$ cat src/rtl/rseq_pkg.sv
package rseq_pkg;

    localparam int CODE_W    = 4;
    localparam int STEP_MULT = 4;
    localparam int LEN_W     = $clog2((2 ** CODE_W) * STEP_MULT + 1);

    localparam logic [1:0] FO_PIN    = 2'd0;
    localparam logic [1:0] FO_HOLD   = 2'd1;
    localparam logic [1:0] FO_CYCLE  = 2'd2;
    localparam logic [1:0] FO_HOLD_B = 2'd3;

    typedef enum logic [2:0] {
        ST_OFF     = 3'd0,
        ST_RISE    = 3'd1,
        ST_FALL    = 3'd2,
        ST_NAP     = 3'd3,
        ST_NAP_IN  = 3'd4,
        ST_NAP_OUT = 3'd5,
        ST_BAD     = 3'd6,
        ST_ON      = 3'd7
    } rseq_state_e;

    function automatic logic is_idle(input rseq_state_e s);
        return (s == ST_OFF) || (s == ST_ON) || (s == ST_NAP);
    endfunction

    function automatic logic is_seq(input rseq_state_e s);
        return (s == ST_RISE) || (s == ST_FALL) || (s == ST_NAP_IN) || (s == ST_NAP_OUT);
    endfunction

    function automatic logic is_rising(input rseq_state_e s);
        return (s == ST_RISE) || (s == ST_NAP_OUT);
    endfunction

    function automatic logic [LEN_W-1:0] slot_len(input logic [CODE_W-1:0] code,
                                                   input logic coarse);
        logic [LEN_W-1:0] base;
        base = LEN_W'(code) + LEN_W'(1);
        return coarse ? base * LEN_W'(STEP_MULT) : base;
    endfunction

endpackage

$ cat src/rtl/rseq_slot_timer.sv
module rseq_slot_timer
    import rseq_pkg::*;
#(
    parameter int N_SLOT = 4,
    localparam int SLOT_W = $clog2(N_SLOT)
) (
    input  logic              clk,
    input  logic              rst,
    input  logic              start,
    input  logic              run,
    input  logic              tick,
    input  logic [LEN_W-1:0]  len,
    output logic [SLOT_W-1:0] slot_q,
    output logic              slot_adv,
    output logic              seq_done
);

    logic [LEN_W-1:0] tcnt_q;
    logic             last_tick;
    logic             at_last_slot;

    always_comb begin
        at_last_slot = (slot_q == SLOT_W'(N_SLOT - 1));
        last_tick    = run && tick && ((tcnt_q + LEN_W'(1)) == len);
        slot_adv     = last_tick && !at_last_slot;
        seq_done     = last_tick && at_last_slot;
    end

    always_ff @(posedge clk) begin
        if (rst || start) begin
            tcnt_q <= '0;
            slot_q <= '0;
        end else if (run && tick) begin
            if (last_tick) begin
                tcnt_q <= '0;
                if (!at_last_slot)
                    slot_q <= slot_q + SLOT_W'(1);
            end else begin
                tcnt_q <= tcnt_q + LEN_W'(1);
            end
        end
    end

    // a slot only moves on a tick or a fresh start
    p_slot_needs_tick_r4: assert property (@(posedge clk) disable iff (rst)
        (slot_q != $past(slot_q)) |-> ($past(tick) || $past(start)));

endmodule

$ cat src/rtl/rseq_rail_drive.sv
module rseq_rail_drive #(
    parameter int N_RAIL = 12,
    parameter int N_SLOT = 4,
    localparam int SLOT_W = $clog2(N_SLOT)
) (
    input  logic                     clk,
    input  logic                     rst,
    input  logic                     apply,
    input  logic                     rise,
    input  logic [N_SLOT*N_RAIL-1:0] map,
    input  logic [SLOT_W-1:0]        slot_idx,
    output logic [N_RAIL-1:0]        en_q
);

    logic [N_RAIL-1:0] rows [N_SLOT];
    logic [N_RAIL-1:0] pick;

    for (genvar s = 0; s < N_SLOT; s++) begin : g_row
        assign rows[s] = map[s*N_RAIL +: N_RAIL];
    end

    assign pick = rows[slot_idx];

    always_ff @(posedge clk) begin
        if (rst)
            en_q <= '0;
        else if (apply)
            en_q <= rise ? (en_q | pick) : (en_q & ~pick);
    end

endmodule

$ cat src/rtl/rseq_ctrl.sv
module rseq_ctrl
    import rseq_pkg::*;
#(
    parameter int RESUME_TICKS = 8,
    localparam int RC_W = $clog2(RESUME_TICKS + 1)
) (
    input  logic        clk,
    input  logic        rst,
    input  logic        tick,
    input  logic        act_req,
    input  logic        sleep_req,
    input  logic [1:0]  force_off,
    input  logic        hold_set,
    input  logic        hold_clr,
    input  logic        seq_done,
    output rseq_state_e state_q,
    output rseq_state_e nxt,
    output logic        start,
    output logic        hold_act
);

    logic [1:0]      prev_force_q;
    logic            resume_wait_q;
    logic [RC_W-1:0] rcnt_q;
    logic            force_held;
    logic            cycle_trig;
    logic            act_ok;
    logic            want_nap;

    always_comb begin
        force_held = (force_off == FO_HOLD) || (force_off == FO_HOLD_B);
        cycle_trig = (force_off == FO_CYCLE) && (prev_force_q != FO_CYCLE);
        act_ok     = act_req && !force_held && !resume_wait_q && !cycle_trig;
        want_nap   = sleep_req && !hold_act;
    end

    always_comb begin
        nxt = state_q;
        unique case (state_q)
            ST_OFF:     if (act_ok) nxt = ST_RISE;
            ST_ON: begin
                if (!act_ok)       nxt = ST_FALL;
                else if (want_nap) nxt = ST_NAP_IN;
            end
            ST_NAP: begin
                if (!act_ok)        nxt = ST_FALL;
                else if (!want_nap) nxt = ST_NAP_OUT;
            end
            ST_RISE,
            ST_NAP_OUT: if (seq_done) nxt = ST_ON;
            ST_FALL:    if (seq_done) nxt = ST_OFF;
            ST_NAP_IN:  if (seq_done) nxt = ST_NAP;
            default:    nxt = ST_OFF;
        endcase
        start = is_idle(state_q) && (nxt != state_q);
    end

    always_ff @(posedge clk) begin
        if (rst) begin
            state_q       <= ST_OFF;
            prev_force_q  <= FO_PIN;
            resume_wait_q <= 1'b0;
            rcnt_q        <= '0;
            hold_act      <= 1'b0;
        end else begin
            state_q      <= nxt;
            prev_force_q <= force_off;
            if (hold_clr)
                hold_act <= 1'b0;
            else if (hold_set)
                hold_act <= 1'b1;
            if (cycle_trig) begin
                resume_wait_q <= 1'b1;
                rcnt_q        <= '0;
            end else if (resume_wait_q && state_q == ST_OFF && tick) begin
                if (rcnt_q == RC_W'(RESUME_TICKS - 1)) begin
                    resume_wait_q <= 1'b0;
                    rcnt_q        <= '0;
                end else begin
                    rcnt_q <= rcnt_q + RC_W'(1);
                end
            end
        end
    end

    p_never_bad_r2: assert property (@(posedge clk) disable iff (rst)
        state_q != ST_BAD);

    p_done_in_seq_r3: assert property (@(posedge clk) disable iff (rst)
        seq_done |-> is_seq(state_q));

    p_hold_blocks_nap_r7: assert property (@(posedge clk) disable iff (rst)
        (hold_act && state_q == ST_ON) |=> (state_q != ST_NAP_IN));

    p_forced_stays_off_r8: assert property (@(posedge clk) disable iff (rst)
        (force_held && state_q == ST_OFF) |=> (state_q == ST_OFF));

    p_cycle_leaves_on_r9: assert property (@(posedge clk) disable iff (rst)
        (cycle_trig && state_q == ST_ON) |=> (state_q == ST_FALL));

endmodule

$ cat src/rtl/rail_slot_sequencer.sv
module rail_slot_sequencer
    import rseq_pkg::*;
#(
    parameter int N_RAIL       = 12,
    parameter int N_SLOT       = 4,
    parameter int RESUME_TICKS = 8,
    localparam int MAP_W  = N_RAIL * N_SLOT,
    localparam int SLOT_W = $clog2(N_SLOT)
) (
    input  logic              clk,
    input  logic              rst,
    input  logic              tick,
    input  logic              act_req,
    input  logic              sleep_req,
    input  logic [MAP_W-1:0]  up_map,
    input  logic [MAP_W-1:0]  down_map,
    input  logic [MAP_W-1:0]  wake_map,
    input  logic [MAP_W-1:0]  doze_map,
    input  logic [CODE_W-1:0] rise_code,
    input  logic [CODE_W-1:0] fall_code,
    input  logic              long_step,
    input  logic [1:0]        force_off,
    input  logic              hold_act_set,
    input  logic              hold_act_clr,
    output logic [N_RAIL-1:0] rail_en,
    output logic [2:0]        seq_state,
    output logic              hold_act
);

    rseq_state_e       state_q;
    rseq_state_e       nxt;
    rseq_state_e       target;
    logic              start;
    logic              slot_adv;
    logic              seq_done;
    logic [SLOT_W-1:0] slot_q;
    logic [SLOT_W-1:0] apply_idx;
    logic [LEN_W-1:0]  len;
    logic [MAP_W-1:0]  map_sel;
    logic              apply;

    rseq_ctrl #(.RESUME_TICKS(RESUME_TICKS)) u_ctrl (
        .clk       (clk),
        .rst       (rst),
        .tick      (tick),
        .act_req   (act_req),
        .sleep_req (sleep_req),
        .force_off (force_off),
        .hold_set  (hold_act_set),
        .hold_clr  (hold_act_clr),
        .seq_done  (seq_done),
        .state_q   (state_q),
        .nxt       (nxt),
        .start     (start),
        .hold_act  (hold_act)
    );

    always_comb begin
        len = slot_len(is_rising(state_q) ? rise_code : fall_code, long_step);
        target = start ? nxt : state_q;
        unique case (target)
            ST_RISE:    map_sel = up_map;
            ST_NAP_OUT: map_sel = wake_map;
            ST_NAP_IN:  map_sel = doze_map;
            default:    map_sel = down_map;
        endcase
        apply     = start || slot_adv;
        apply_idx = start ? '0 : slot_q + SLOT_W'(1);
    end

    rseq_slot_timer #(.N_SLOT(N_SLOT)) u_timer (
        .clk      (clk),
        .rst      (rst),
        .start    (start),
        .run      (is_seq(state_q)),
        .tick     (tick),
        .len      (len),
        .slot_q   (slot_q),
        .slot_adv (slot_adv),
        .seq_done (seq_done)
    );

    rseq_rail_drive #(.N_RAIL(N_RAIL), .N_SLOT(N_SLOT)) u_drive (
        .clk      (clk),
        .rst      (rst),
        .apply    (apply),
        .rise     (is_rising(target)),
        .map      (map_sel),
        .slot_idx (apply_idx),
        .en_q     (rail_en)
    );

    assign seq_state = state_q;

    p_rise_no_fall_r5: assert property (@(posedge clk) disable iff (rst)
        (is_rising(state_q) && state_q == $past(state_q))
            |-> (($past(rail_en) & ~rail_en) == '0));

    p_fall_no_rise_r5: assert property (@(posedge clk) disable iff (rst)
        ((state_q == ST_FALL || state_q == ST_NAP_IN) && state_q == $past(state_q))
            |-> ((~$past(rail_en) & rail_en) == '0));

    p_idle_steady_r6: assert property (@(posedge clk) disable iff (rst)
        (is_idle(state_q) && is_idle($past(state_q))) |-> $stable(rail_en));

endmodule

$ cat config.mk
export PLATFORM = sky130hd
export DESIGN_NAME = rail_slot_sequencer
export DESIGN_NICKNAME = d
export VERILOG_FILES = /design/src/rtl/rseq_pkg.sv /design/src/rtl/rseq_slot_timer.sv /design/src/rtl/rseq_rail_drive.sv /design/src/rtl/rseq_ctrl.sv /design/src/rtl/rail_slot_sequencer.sv
export SDC_FILE = /design/constraint.sdc
export NUM_CORES = 1
export LEC_CHECK = 0
export ABC_AREA = 1
export CORE_MARGIN = 2
export CORE_UTILIZATION = 33
export DETAILED_ROUTE_END_ITERATION = 16
export GPL_ROUTABILITY_DRIVEN = 0
export PLACE_DENSITY = 0.67
export SYNTH_ARGS = -nofsm -noshare
export SYNTH_HDL_FRONTEND = slang
export SYNTH_SLANG_ARGS = --single-unit
$ cat constraint.sdc
create_clock -name clk -period 6.8 [get_ports clk]
set_input_delay 1.7 -clock clk [delete_from_list [all_inputs] [get_ports clk]]
set_output_delay 1.7 -clock clk [all_outputs]
set_load 0.01 [all_outputs]
==> results.toml <==
[layout]
post-route-cell-area_sq_um = 7070
n_antenna_cell = 0
mostFrequentLayoutCell = "sky130_fd_sc_hd__nand2_1"
final_cell_count_no_fill = 1276
layout_cells_sized_above_1_pct = 4.65
area_growth_syn_to_layout_pct = 50.4
mostFrequentLayoutCells = "251 x sky130_fd_sc_hd__nand2_1, 225 x sky130_fd_sc_hd__clkdlybuf4s50_1, 163 x sky130_fd_sc_hd__inv_1, 134 x sky130_fd_sc_hd__nor2_1, 93 x sky130_fd_sc_hd__nand4_1"
num-nets-final = 1309
final_core_util_pct = 50.9

[clocking]
cts.sink_count = 32
htree_levels = 2
cts_buffers = 5
clock_tree_from_tritoncts = "done"
postCtsSetupBuffers = 0
root_buffer = "sky130_fd_sc_hd__clkbuf_16"
maximum_buffer_depth_of_the_clock_tree = 2
clock_latency_ns = 0.28
post_cts.resized_instances = 0
cts-hold-fix-buffers = 0
clkTransAtPathRegs_ns = 0.06

[global_route]
first_global_vias = 5913
global_route.overflow_total = 0
grt_pass1_wl_mm = 30.5
grt_use_total_pct = 25.7
grt_antenna_before_repair = 0
grt_start_max_net_pins = 64

[critical_path]
cp_max_fo = 63
worstSetupStartpointType = "primary input"
worstPathArrival_ns = 6.03
worstSetupEndpointType = "register"
worstSetupPathType = "in -> reg"
endpoint_required_time_on_the_critical_path_ns = 7.02
worst_reg2reg_path_depth = 27

[timing]
timing.final.crit_period_ns = 5.81
final.period_utilization_pct = 85.4
count_of_pins_over_their_slew_limit = 0
totalNegativeSetupSlack_ns = 0
timing.final.hold_violations = 0
holdWs_ns = 0.463
grt_setup_unrepaired = "false"
timing.fmax_mhz = 172
worst_pin_slew_ns = 1.03
timing.final.ws_setup_ns = 0.994
setup_viol = 0
relSlewSlack_pct = 31.1
setup_clock_skew_after_layout_ns = 0.00197

[power]
power_density_nw_per_um2 = 155
totalPowerFinal_mw = 1.10
vdd.ir_drop.worst_mv = 0.0829
pleak_nw = 3.63

[detailed_routing]
dr_total_vias = 6277
remaining_drc_errors = 0
routedWlPerCell_um = 15.5
drt_pre_antenna_iters = 5
drt-initial-drc-count = 453
antenna_left = 0
drt_wl_total_mm = 19.7
drt-vias-per-instance = 4.92

[die]
ioPinCount = 226
placementRows = 43
starting_density_of_the_core_pct = 33.9
core-area_sq_um = 13900
die_area_sq_um = 15200
die_y_um = 123
die_w_um = 123

[placed_design]
dp_hpwl_mm = 15.2
detailed_place.area_sq_um = 6900
io_buffers = 225
post-place-cells = 1268
preCtsSetupSlack_ns = 0.774

[min_path]
min-delay-path-class = "reg -> reg"
worst_hold_path.num_cells = 2

[synth]
mappedNetlistNets = 1123
synth-seq-cells = 32
synthCells = 909
post-synth-top-area-cell = "sky130_fd_sc_hd__nand2_1"
yosysWarnings = 0
synthDominantCellAreaShare_pct = 20.0
synthesis.area_per_instance_sq_um = 5.17
yosysSeqAreaShare_pct = 13.6
synth.distinct_cells = 36
synth_area_sq_um = 4700
ys_top_cells_by_area = "sky130_fd_sc_hd__nand2_1 20%, sky130_fd_sc_hd__dfxtp_1 14%, sky130_fd_sc_hd__inv_1 13%"

[status]
status = "finished clean"

[flow_run]
timing.max_cap.violations = 0
-- logic make-up after synthesis --
| family | count (synthesis) | share of synthesized area, % |
|---|---|---|
| AOI/OAI and AO/OA | 47 | 5.43 |
| xor gates and xnor gates | 4 | 0.746 |
| adders and majority gates | 4 | 1.07 |
| buffers and inverters | 227 | 21.1 |
| DFF | 32 | 13.6 |
| and+or+nand+nor | 595 | 58.0 |
-- path summary, 6_finish.rpt --
path                                                   startpoint                                 to  slack, ns
worst min register to register  u_ctrl.resume_wait_q$_SDFFE_PP0P_  u_ctrl.resume_wait_q$_SDFFE_PP0P_       0.46
worst max register to register       u_ctrl.state_q[0]$_SDFF_PP0_                           register       1.96
worst min-delay path            u_ctrl.resume_wait_q$_SDFFE_PP0P_  u_ctrl.resume_wait_q$_SDFFE_PP0P_       0.46
worst max-delay path                                 rise_code[0]                           register       0.99
-- power breakdown --
part | switching, mW | internal (mW)
registers | 0.0106 | 0.202
clock network | 0.0874 | 0.172
logic | 0.362 | 0.262
total | 0.460 | 0.636
-- worst max-delay path: stages --
cell and delay (ns):
sky130_fd_sc_hd__clkdlybuf4s50_1 0.45, sky130_fd_sc_hd__nand3_1 0.09, sky130_fd_sc_hd__nand2_2 0.16, sky130_fd_sc_hd__ha_1 0.26, sky130_fd_sc_hd__nand2_1 0.09, sky130_fd_sc_hd__xnor2_1 0.06, sky130_fd_sc_hd__or2_0 0.22, sky130_fd_sc_hd__nor2_1 0.10
sky130_fd_sc_hd__nand2_1 0.07, sky130_fd_sc_hd__nor2_2 0.16, sky130_fd_sc_hd__nand4_2 0.15, sky130_fd_sc_hd__inv_1 0.11, sky130_fd_sc_hd__nand2_2 0.06, sky130_fd_sc_hd__nand2_2 0.06, sky130_fd_sc_hd__xnor2_1 0.14, sky130_fd_sc_hd__nand2_2 0.12
sky130_fd_sc_hd__nand3_4 0.36, sky130_fd_sc_hd__nand3_4 0.66, sky130_fd_sc_hd__o21ai_1 0.35, sky130_fd_sc_hd__nor2_1 0.06, sky130_fd_sc_hd__nand2_1 0.08, sky130_fd_sc_hd__nand2_1 0.09, sky130_fd_sc_hd__nand2_1 0.09, sky130_fd_sc_hd__nand3_1 0.08
sky130_fd_sc_hd__nand2_1 0.10, sky130_fd_sc_hd__inv_1 0.04, sky130_fd_sc_hd__nor2_1 0.08
-- layout make-up --
class                           instances  area, sq um
Clock inverter                          3         42.5
Fill cell                            1470         6810
Clock buffer                            5          125
Inverter                              175          657
Multi-Input combinational cell        650         3080
Timing Repair Buffer                  231         2300
Tap cell                              180          225
Sequential cell                        32          641
-- cells in the mapped netlist --
library cell               instances
sky130_fd_sc_hd__buf_4             9
sky130_fd_sc_hd__nand2_4           6
sky130_fd_sc_hd__nand4_1          93
sky130_fd_sc_hd__buf_2            10
sky130_fd_sc_hd__buf_12            1
sky130_fd_sc_hd__o21ai_1          22
sky130_fd_sc_hd__xnor2_1           2
sky130_fd_sc_hd__inv_1           163
sky130_fd_sc_hd__nor2_4            1
sky130_fd_sc_hd__nor2_2            1
sky130_fd_sc_hd__xor2_1            2
sky130_fd_sc_hd__a21oi_1          10
sky130_fd_sc_hd__ha_1              4
sky130_fd_sc_hd__a22oi_1           6
sky130_fd_sc_hd__a31oi_1           2
sky130_fd_sc_hd__nand3b_1          3
sky130_fd_sc_hd__nand2_1         251
sky130_fd_sc_hd__clkbuf_2          1
sky130_fd_sc_hd__clkbuf_1         18
sky130_fd_sc_hd__nor2_1          135
sky130_fd_sc_hd__nand4_2           1
sky130_fd_sc_hd__nor3_1            5
sky130_fd_sc_hd__nor3b_1           1
sky130_fd_sc_hd__buf_6            10
sky130_fd_sc_hd__or2_0             1
sky130_fd_sc_hd__dfxtp_1          32
sky130_fd_sc_hd__nand3_4           2
sky130_fd_sc_hd__nand2_2           7
sky130_fd_sc_hd__o211ai_1          1
sky130_fd_sc_hd__o21ai_0           6
sky130_fd_sc_hd__inv_2            12
sky130_fd_sc_hd__nand3_1          82
sky130_fd_sc_hd__or2_2             3
sky130_fd_sc_hd__nand3_2           2
sky130_fd_sc_hd__buf_1             3
sky130_fd_sc_hd__nor3_2            1
-- per-layer routing --
layer	global-route usage [%]	wire length, um	vias up
met2	45.9	9350	243
li1	-	-	3227
met5	0	0	-
met3	5.49	1710	35
met4	8.95	612	0
met1	30.2	8060	2772
(Power assumes the default switching activity.)
